[config.mk]
export PLATFORM = sky130hd
export DESIGN_NAME = pic_core
export DESIGN_NICKNAME = d
export VERILOG_FILES = /design/src/rtl/pic_pkg.sv /design/src/rtl/pic_prio.sv /design/src/rtl/pic_regif.sv /design/src/rtl/pic_ack.sv /design/src/rtl/pic_core.sv
export SDC_FILE = /design/constraint.sdc
export NUM_CORES = 1
export LEC_CHECK = 0
export BUFFER_PORTS_ARGS = -buffer_cell sky130_fd_sc_hd__clkbuf_2
export CORE_ASPECT_RATIO = 1.25
export CORE_UTILIZATION = 30
export CTS_CLUSTER_DIAMETER = 60
export CTS_CLUSTER_SIZE = 28
export DETAILED_ROUTE_END_ITERATION = 16
export PLACE_DENSITY = 0.58
export SLEW_MARGIN = 20
export SYNTH_ARGS = -nofsm -noshare
export SYNTH_HDL_FRONTEND = slang
export SYNTH_HIERARCHICAL = 1
export SYNTH_SLANG_ARGS = --single-unit
[constraint.sdc]
create_clock -name clk -period 2.78 [get_ports clk]
set_input_delay 0.556 -clock clk [delete_from_list [all_inputs] [get_ports clk]]
set_output_delay 0.556 -clock clk [all_outputs]
set_load 0.02 [all_outputs]
[src/rtl/pic_pkg.sv]
package pic_pkg;
  typedef enum logic [2:0] {
    ST_UNINIT,
    ST_WAIT_BASE,
    ST_WAIT_CASC,
    ST_WAIT_MODE,
    ST_READY
  } setup_st_t;

  localparam logic [2:0] CMD_EOI_ANY = 3'b001;
  localparam logic [2:0] CMD_EOI_LVL = 3'b011;
endpackage

[src/rtl/pic_prio.sv]
module pic_prio #(
  parameter int N  = 8,
  parameter int IW = 3
) (
  input  logic [N-1:0]  req,
  output logic [IW-1:0] idx,
  output logic          any
);
  always_comb begin
    idx = '0;
    any = 1'b0;
    for (int i = N - 1; i >= 0; i--) begin
      if (req[i]) begin
        idx = IW'(i);
        any = 1'b1;
      end
    end
  end
endmodule

[src/rtl/pic_regif.sv]
module pic_regif
  import pic_pkg::*;
#(
  parameter int N_IN   = 8,
  parameter int ID_W   = $clog2(N_IN),
  parameter int BASE_W = N_IN - ID_W
) (
  input  logic              clk,
  input  logic              rst,
  input  logic              cs,
  input  logic              wr,
  input  logic              rd,
  input  logic              a0,
  input  logic [N_IN-1:0]   din,
  input  logic [N_IN-1:0]   irr,
  input  logic [N_IN-1:0]   isr,
  output logic [N_IN-1:0]   dout,
  output logic [N_IN-1:0]   mask,
  output logic [BASE_W-1:0] base,
  output logic              ready,
  output logic              is_slave,
  output logic [N_IN-1:0]   slave_map,
  output logic [ID_W-1:0]   own_id,
  output logic              eoi_any,
  output logic              eoi_lvl,
  output logic [ID_W-1:0]   eoi_num,
  output logic              restart
);
  setup_st_t         st;
  logic              need_mode;
  logic              mode_master;
  logic              rd_isr;
  logic [N_IN-1:0]   casc_word;
  logic              wr_en;
  logic              cmd_wr;

  assign wr_en   = cs & wr;
  assign restart = wr_en & ~a0 & din[4];
  assign ready   = (st == ST_READY);
  assign cmd_wr  = wr_en & ~a0 & ~din[4] & ready;
  assign eoi_any = cmd_wr & ~din[3] & (din[7:5] == CMD_EOI_ANY);
  assign eoi_lvl = cmd_wr & ~din[3] & (din[7:5] == CMD_EOI_LVL);
  assign eoi_num = din[ID_W-1:0];

  assign is_slave  = need_mode & ~mode_master;
  assign slave_map = (need_mode & mode_master) ? casc_word : '0;
  assign own_id    = casc_word[ID_W-1:0];

  always_ff @(posedge clk) begin
    if (rst) begin
      st          <= ST_UNINIT;
      need_mode   <= 1'b0;
      mode_master <= 1'b1;
      rd_isr      <= 1'b0;
      casc_word   <= '0;
      mask        <= '0;
      base        <= '0;
      dout        <= '0;
    end else begin
      if (restart) begin
        st          <= ST_WAIT_BASE;
        need_mode   <= din[0];
        mode_master <= 1'b1;
        rd_isr      <= 1'b0;
        mask        <= '0;
      end else if (wr_en & a0) begin
        case (st)
          ST_WAIT_BASE: begin
            base <= din[N_IN-1 -: BASE_W];
            st   <= ST_WAIT_CASC;
          end
          ST_WAIT_CASC: begin
            casc_word <= din;
            st        <= need_mode ? ST_WAIT_MODE : ST_READY;
          end
          ST_WAIT_MODE: begin
            mode_master <= din[2];
            st          <= ST_READY;
          end
          ST_READY: mask <= din;
          default: ;
        endcase
      end else if (cmd_wr & din[3] & din[1]) begin
        rd_isr <= din[0];
      end
      if (cs & rd)
        dout <= a0 ? mask : (rd_isr ? isr : irr);
    end
  end
endmodule

[src/rtl/pic_ack.sv]
module pic_ack #(
  parameter int N_IN   = 8,
  parameter int ID_W   = $clog2(N_IN),
  parameter int BASE_W = N_IN - ID_W
) (
  input  logic              clk,
  input  logic              rst,
  input  logic              inta,
  input  logic              ready,
  input  logic [N_IN-1:0]   irr,
  input  logic [N_IN-1:0]   mask,
  input  logic [BASE_W-1:0] base,
  input  logic [N_IN-1:0]   slave_map,
  input  logic              is_slave,
  input  logic [ID_W-1:0]   own_id,
  input  logic [ID_W-1:0]   cas_in,
  input  logic              eoi_any,
  input  logic              eoi_lvl,
  input  logic [ID_W-1:0]   eoi_num,
  input  logic              restart,
  output logic [N_IN-1:0]   isr,
  output logic              int_out,
  output logic [N_IN-1:0]   vec_out,
  output logic              vec_oe,
  output logic [ID_W-1:0]   cas_out,
  output logic              cas_oe
);
  logic [ID_W-1:0] p_idx, s_idx, sel;
  logic            p_any, s_any, fwd, phase, sel_ok;
  logic [N_IN-1:0] pending, isr_kept, isr_nxt, eoi_clr;
  logic            pulse1, pulse2, slave_hit;

  assign pending = irr & ~mask;

  pic_prio #(.N(N_IN), .IW(ID_W)) u_pend_prio (.req(pending), .idx(p_idx), .any(p_any));
  pic_prio #(.N(N_IN), .IW(ID_W)) u_svc_prio  (.req(isr),     .idx(s_idx), .any(s_any));

  assign fwd       = ready & p_any & (~s_any | (p_idx < s_idx));
  assign pulse1    = inta & ready & ~phase;
  assign pulse2    = inta & ready & phase;
  assign slave_hit = is_slave & sel_ok & (cas_in == own_id);

  always_comb begin
    eoi_clr = '0;
    if (eoi_any & s_any) eoi_clr = N_IN'(1) << s_idx;
    else if (eoi_lvl)    eoi_clr = N_IN'(1) << eoi_num;
    isr_kept = isr & ~eoi_clr;
    isr_nxt  = isr_kept;
    if (restart)
      isr_nxt = '0;
    else if (pulse1 & fwd & ~is_slave)
      isr_nxt = isr_kept | (N_IN'(1) << p_idx);
    else if (pulse2 & slave_hit)
      isr_nxt = isr_kept | (N_IN'(1) << sel);
  end

  always_ff @(posedge clk) begin
    if (rst) begin
      isr     <= '0;
      int_out <= 1'b0;
      phase   <= 1'b0;
      sel     <= '0;
      sel_ok  <= 1'b0;
      vec_out <= '0;
      vec_oe  <= 1'b0;
      cas_out <= '0;
      cas_oe  <= 1'b0;
    end else begin
      isr     <= isr_nxt;
      int_out <= fwd;
      vec_oe  <= 1'b0;
      if (restart) begin
        phase  <= 1'b0;
        cas_oe <= 1'b0;
      end else if (pulse1) begin
        phase  <= 1'b1;
        sel    <= fwd ? p_idx : '1;
        sel_ok <= fwd;
        if (fwd & ~is_slave & slave_map[p_idx]) begin
          cas_out <= p_idx;
          cas_oe  <= 1'b1;
        end
      end else if (pulse2) begin
        phase  <= 1'b0;
        cas_oe <= 1'b0;
        if (is_slave) begin
          if (slave_hit) begin
            vec_oe  <= 1'b1;
            vec_out <= {base, sel};
          end
        end else if (!(sel_ok & slave_map[sel])) begin
          vec_oe  <= 1'b1;
          vec_out <= {base, sel};
        end
      end
    end
  end
endmodule

[src/rtl/pic_core.sv]
module pic_core #(
  parameter int N_IN = 8
) (
  input  logic                     clk,
  input  logic                     rst,
  input  logic                     cs,
  input  logic                     wr,
  input  logic                     rd,
  input  logic                     a0,
  input  logic [N_IN-1:0]          din,
  output logic [N_IN-1:0]          dout,
  input  logic [N_IN-1:0]          irq_in,
  output logic                     int_out,
  input  logic                     inta,
  output logic [N_IN-1:0]          vec_out,
  output logic                     vec_oe,
  input  logic [$clog2(N_IN)-1:0]  cas_in,
  output logic [$clog2(N_IN)-1:0]  cas_out,
  output logic                     cas_oe
);
  localparam int ID_W   = $clog2(N_IN);
  localparam int BASE_W = N_IN - ID_W;

  logic [N_IN-1:0]   irr, isr, mask, slave_map;
  logic [BASE_W-1:0] base;
  logic [ID_W-1:0]   own_id, eoi_num;
  logic              cfg_ready, is_slave, eoi_any, eoi_lvl, restart;

  always_ff @(posedge clk) begin
    if (rst) irr <= '0;
    else     irr <= irq_in;
  end

  pic_regif #(.N_IN(N_IN), .ID_W(ID_W), .BASE_W(BASE_W)) u_regif (
    .clk(clk), .rst(rst), .cs(cs), .wr(wr), .rd(rd), .a0(a0), .din(din),
    .irr(irr), .isr(isr), .dout(dout), .mask(mask), .base(base),
    .ready(cfg_ready), .is_slave(is_slave), .slave_map(slave_map),
    .own_id(own_id), .eoi_any(eoi_any), .eoi_lvl(eoi_lvl),
    .eoi_num(eoi_num), .restart(restart)
  );

  pic_ack #(.N_IN(N_IN), .ID_W(ID_W), .BASE_W(BASE_W)) u_ack (
    .clk(clk), .rst(rst), .inta(inta), .ready(cfg_ready), .irr(irr),
    .mask(mask), .base(base), .slave_map(slave_map), .is_slave(is_slave),
    .own_id(own_id), .cas_in(cas_in), .eoi_any(eoi_any), .eoi_lvl(eoi_lvl),
    .eoi_num(eoi_num), .restart(restart), .isr(isr), .int_out(int_out),
    .vec_out(vec_out), .vec_oe(vec_oe), .cas_out(cas_out), .cas_oe(cas_oe)
  );
endmodule

# Word level (Yosys, flattened, before mapping)
# Cells that the tools add are included.
# classes
n_lt_le_gt_ge	3
eq_ne	10
n_shift	4
mux	58
bitwise	46
reduce_logical	17
# op_table
operator	count
8-bit two-way mux	10
3-bit two-way mux	18
1-bit by 3-bit << shifter with 8-bit output, first input constant	4
1-bit AND	28
1-bit two-way mux	27
8-bit AND	2
8-bit inverter	2
8-bit bitwise OR	2
2-bit AND reduction	7
1-bit inverter	11
3-bit by 2-bit == test with 1-bit output, second input constant	3
3-bit case mux with 3 select lines	1
3-bit AND reduction	3
3-bit by 4-bit < comparator with 1-bit output, second input constant	2
1-bit binary-select mux with 3-bit select	2
3-bit by 1-bit == test with 1-bit output, second input constant	2
5-bit AND reduction	1
2-bit inequality test, second input constant	2
2-bit nonzero test	2
4-bit nonzero test	1
4-bit OR reduction	1
3-bit == test	1
3-bit == test, second input constant	1
3-bit < comparator	1
other kinds (4)	4
# totals
regBits	70
input_bits	26
out_inout_bits	22

# Longest topological paths before layout
# depth
depth_word	17
depth_mapped	11
depth_no_buf	9

# By module
# The synthesis kept the hierarchy.
# by_module_without_submodules
mod	instances	cells_each	area_per_inst_um2
pic_regif	1	213	1809.2
pic_ack	1	190	1615.3
pic_core	1	16	210.2
pic_prio	2	13	80.1

# Worst setup path before layout
# No wires, ideal clock.
# synth_timing
kind	register to register
startpoint	register irr[3]
endpoint	register u_ack.cas_out[2]
setup_ns	0.126
arrival_time_ns	2.284
slack_ns	0.369
path_stages_with_launch	9
path_buffers	0
period_less_slack_ns	2.411
path_cell_list	dfxtp_1 -> nor2b_1 -> nor4_2 -> nor2b_1 -> ha_1 -> o21a_1 -> a2111oi_4 -> mux2i_1 -> nor2_1
# synth_via
elab_chain_cells	11
elab_cells_between_ends	18
# synth_rtl
item	line_no	source
start, declared	pic_core.sv:24	logic [N_IN-1:0] irr, isr, mask, slave_map;
start signal, assigned	pic_core.sv:31	else irr <= irq_in;
8-bit AND *	pic_ack.sv:33	assign pending = irr & ~mask;
via u_ack.pending[3]	pic_ack.sv:30	logic [N_IN-1:0] pending, isr_kept, isr_nxt, eoi_clr;
3-bit two-way mux * (4 in series)	pic_prio.sv:13	if (req[i]) begin
via u_ack.p_idx[2]	pic_ack.sv:28	logic [ID_W-1:0] p_idx, s_idx, sel;
3-bit < comparator	pic_ack.sv:38	assign fwd = ready & p_any & (~s_any | (p_idx < s_idx));
1-bit bitwise OR	pic_ack.sv:38	
1-bit AND	pic_ack.sv:38	
1-bit AND (2 in series)	pic_ack.sv:79	if (fwd & ~is_slave & slave_map[p_idx]) begin
3-bit AND reduction (no line)	n/a	
end signal, assigned	pic_ack.sv:80	cas_out <= p_idx;
end, declared	pic_ack.sv:25	output logic [ID_W-1:0] cas_out,
# The timed path passes the listed nets; every way through them passes the cells marked *. The select of a mux whose other input is x is not followed.
# A chain may end at the register's enable or synchronous reset.

# Worst setup path after layout
# layout_timing
startpoint	register irr[2]
endpoint	register u_ack.cas_out[2]
# layout_via
elab_chain_cells	10
elab_cells_between_ends	16
# layout_rtl
item	line_no
8-bit AND *	pic_ack.sv:33
via u_ack.pending[2]	pic_ack.sv:30
3-bit two-way mux * (3 in series)	pic_prio.sv:13
via u_ack.p_idx[0]	pic_ack.sv:28
3-bit < comparator	pic_ack.sv:38
1-bit bitwise OR	pic_ack.sv:38
1-bit AND	pic_ack.sv:38
1-bit AND	pic_ack.sv:79
1-bit AND *	pic_ack.sv:79
3-bit AND reduction (no line) *	n/a
# Marked as above.

==> results.py <==
metrics = {
    "timing": {
        "setup_repair_after_global_routing_missed_its_margin": "false",
        "finalSetupViolations": 0,
        "post_route_minimum_period_ps": 2640,
        "tightest_slew_ps": 668,
        "timing.final.hold_violations": 0,
        "timing.slew.headroom_pct": 55.4,
        "fin_worst_skew_ps": 7.87,
        "max_freq_mhz": 379,
        "hold-worst-slack_ps": 429,
        "setup_tns_ps": 0,
        "slew_violations": 0,
        "final_min_period_over_clock_period_pct": 95.0,
    },
    "yosys": {
        "synth_largest_area_cell": "dfxtp_1",
        "mux_contribution_to_synthesized_area_pct": 8.37,
        "warnings_synthesis": 6,
        "ys_types": 53,
        "adder_and_majority_cell_fraction_of_the_synthesized_area_pct": 0.659,
        "synth_seq_cells": 70,
        "netlist_area_um2": 3790,
        "postSynth.topFlopCell": "dfxtp_1",
        "fraction_of_synthesized_cell_area_in_xor_and_xnor_cells_pct": 0.692,
        "netlist_instances": 445,
        "synth_edf_count": 0,
        "synthesized_net_count": 473,
        "synthesis.area_per_instance_um2": 8.53,
        "synth_top_area_share_pct": 36.9,
        "synth_area_in_compound_gates_pct": 19.5,
        "synth_simple_gate_area_share_pct": 27.4,
        "synth.area.top_cells": "dfxtp_1 37%, nand2b_1 5.6%, a21oi_1 4.7%",
        "synth.yosys.seq_area_share_pct": 36.9,
        "synth-async-reset-ratio_pct": 0,
        "combinational_family_with_the_most_area_after_synthesis": "simple AND/OR/NAND/NOR gates",
    },
    "global_routing": {
        "globalRouteMet1Util_pct": 20.0,
        "gr-usage-met2_pct": 28.8,
        "grt_use_total_pct": 16.6,
        "vias_in_the_first_global_route": 3295,
        "grt_pass1_wl_um": 16700,
        "grtUsageMet3_pct": 2.89,
        "congestion_overflow_gr": 0,
        "grt-busiest-layer": "met2",
        "antenna_violations_before_repair": 0,
        "grt_max_degree": 33,
    },
    "placed_design": {
        "io_buf_count": 47,
        "dp_hpwl_um": 7800,
        "gp_congestion": 0.836,
        "dp.cells": 637,
        "placement.cell_area_um2": 4150,
    },
    "clock_tree": {
        "htreeDepth": 3,
        "tritoncts.num_buffers": 9,
        "clock_insertion_delay_worst_skew_ps": 340,
        "post_cts.resized_instances": 0,
        "post_cts_setup_bufs": 0,
        "clkSinkCount": 70,
        "cts.hold.buffers_added": 0,
        "reg_clk_slew_reported_paths_ps": 60,
        "tritoncts_clock_tree": "done",
        "clk_root_buffer_cell": "clkbuf_16",
        "cts_buffer_depth": 2,
    },
    "finish": {
        "final_design_area_no_fill_um2": 4430,
        "num_antenna_cells": 0,
        "design.final.nets": 512,
        "final_layout_size_suffix_gt1_share_pct": 21.5,
        "non_filler_cells_in_the_finished_layout": 653,
        "syn2layout_area_growth_pct": 16.6,
        "fillCellCount": 1291,
    },
    "route": {
        "drt.antenna.violating_nets": 0,
        "num_vias": 3365,
        "remaining_drc_errors": 0,
        "viasPerCell": 5.15,
        "wl_um": 10200,
        "drt_pre_antenna_iters": 5,
        "detail_route.iter0.violations": 203,
        "routed_wirelength_normalized_by_instance_count_um": 15.6,
    },
    "pwr": {
        "power.share.sequential_pct": 45.0,
        "power_frac_clock_pct": 47.2,
        "netSwitchingPower_mw": 0.576,
        "power_switching_share_pct": 25.4,
        "internal-power_mw": 1.69,
        "power_per_cell_area_nw_per_um2": 512,
        "peakVddDrop_mv": 0.243,
        "power.static_leakage_nw": 1.65,
        "combinationalPowerShare_pct": 7.8,
        "post-layout-total-power_mw": 2.27,
    },
    "floorplanning": {
        "rows": 45,
        "chipWidth_um": 103,
        "die_ht_um": 128,
        "initial_utilization_pct": 31.1,
        "die_ar_um2": 13100,
        "core_um2": 12200,
        "pin_count": 48,
    },
    "job": {
        "timing.max_cap.violations": 0,
    },
    "worst_setup_path": {
        "end_kind": "flip-flop",
        "critical_path_class": "flip-flop to flip-flop",
        "critical_path_peak_fanout": 9,
        "critical_path.startpoint_type": "flip-flop",
        "worst_ep_required_ps": 2990,
        "critical_path_arrival_ps": 2850,
    },
    "run_status": {
        "status": "completed",
    },
    "hold_path": {
        "worst_hold_path_type": "input port to flip-flop",
    },
}
## Yosys cell counts (2+ instances only)
cell      instances
o211ai_1          8
a21oi_1          36
nand4_1           7
buf_6             3
clkbuf_1         15
o21bai_1          2
or3_1             2
ha_1              2
nor3_1            4
nor2b_1          25
xor2_1            3
nand3_1          24
dfxtp_1          70
o21ai_1           9
buf_4             8
mux2_2           10
o21a_1            5
inv_1            10
and3_1           10
nand3b_1          6
mux2i_1          16
o21ai_0          19
buf_2             4
or2_2             3
nand4b_1          7
a31oi_1          12
nand2_1          27
nor4_1            2
mux4_2            2
o221ai_1          3
a21oi_2           8
nor4_2            2
a211o_1           3
and2_1            3
nand2b_1         34
o41ai_1           2
nor2_1           21
a211oi_1          3
## metal layers
layer,vias up,part of all wire (%)
li1,1681,-
met1,1623,44
met2,53,51
met3,8,3.3
met4,0,1.4
met5,-,0
## flip-flops by register name, indices dropped and copies added (netlist names), 5 cells and up
name	flops
irr	8
u_ack/isr	8
u_ack/vec_out	8
u_regif/casc_word	8
u_regif/dout	8
u_regif/mask	8
u_regif/base	5
## through the flow
stage	setup WS (ps)	util, %
5_1_grt	4.09	36.2
3_3_place_gp	269	34.0
6_report	140	36.2
2_1_floorplan	369	-
3_5_place_dp	154	34.0
4_1_cts	143	36.2
## cell usage in the layout (no fill, tap or decap), drive strengths merged, types with 2 or more instances in the layout
cell    instances
a211o           3
a211oi          3
a21oi          44
a31oi          12
and2            3
and3           10
buf            14
clkbuf         57
clkinv          5
dfxtp          70
ha              2
inv            11
mux2           10
mux2i          16
mux4            2
nand2          27
nand2b         34
nand3          24
nand3b          6
nand4           7
nand4b          7
nor2           21
nor2b          25
nor3            4
nor4            4
o211ai          8
o21a            5
o21ai          28
o21bai          2
o221ai          3
o41ai           2
or2             3
or3             2
xor2            3
## final cells by class
class                   count  area [um^2]  area share (%)
multi-input cells         331         2160            48.7
well taps                 164          205            4.64
flip-flops and latches     70         1400            31.7
clock inverters             6         47.5            1.07
repair buffers             61          340            7.69
clock buffers              10          229            5.17
inverters                  11         46.3            1.05
## critical path, cell delays in order (launching register included)
cell	delay, ps
dfxtp_1	320
nor2b_1	300
nor2b_1	90
o21bai_1	180
o41ai_2	170
buf_4	210
nand2b_1	150
a211o_1	350
a2111oi_4	440
mux2i_1	250
nor2_1	60
## cells by family (layout without fill, tap and decap cells)
kind of cell / Yosys count / in the layout
compound gates: 116 / 116
mux: 28 / 28
xor+xnor: 3 / 3
flops: 70 / 70
simple gates: 182 / 182
fa+ha+maj: 2 / 2
buf+inv: 44 / 88
## power groups by stage
stage          clock [mW]  combinational, mW  sequential [mW]
2_1_floorplan           0              0.110             1.05
3_3_place_gp            0              0.176             1.04
3_5_place_dp            0              0.178             1.04
4_1_cts              1.08              0.178             1.02
5_1_grt              1.13              0.195             1.02
6_report             1.07              0.177             1.02
## worst paths after layout
kind | startpoint | to | slack [ps] | cells after the start
max | irr[2]$_SDFF_PP0_ | u_ack/cas_out[2]$_SDFFE_PP0P_ | 140 | 10
min | irq_in[3] | irr[3]$_SDFF_PP0_ | 430 | 2
max reg2reg | irr[2]$_SDFF_PP0_ | u_ack/cas_out[2]$_SDFFE_PP0P_ | 140 | 10
min reg2reg | u_regif/dout[2]$_SDFFE_PP0P_ | u_regif/dout[2]$_SDFFE_PP0P_ | 460 | 2
No activity file was read; power rests on OpenSTA's default activity.
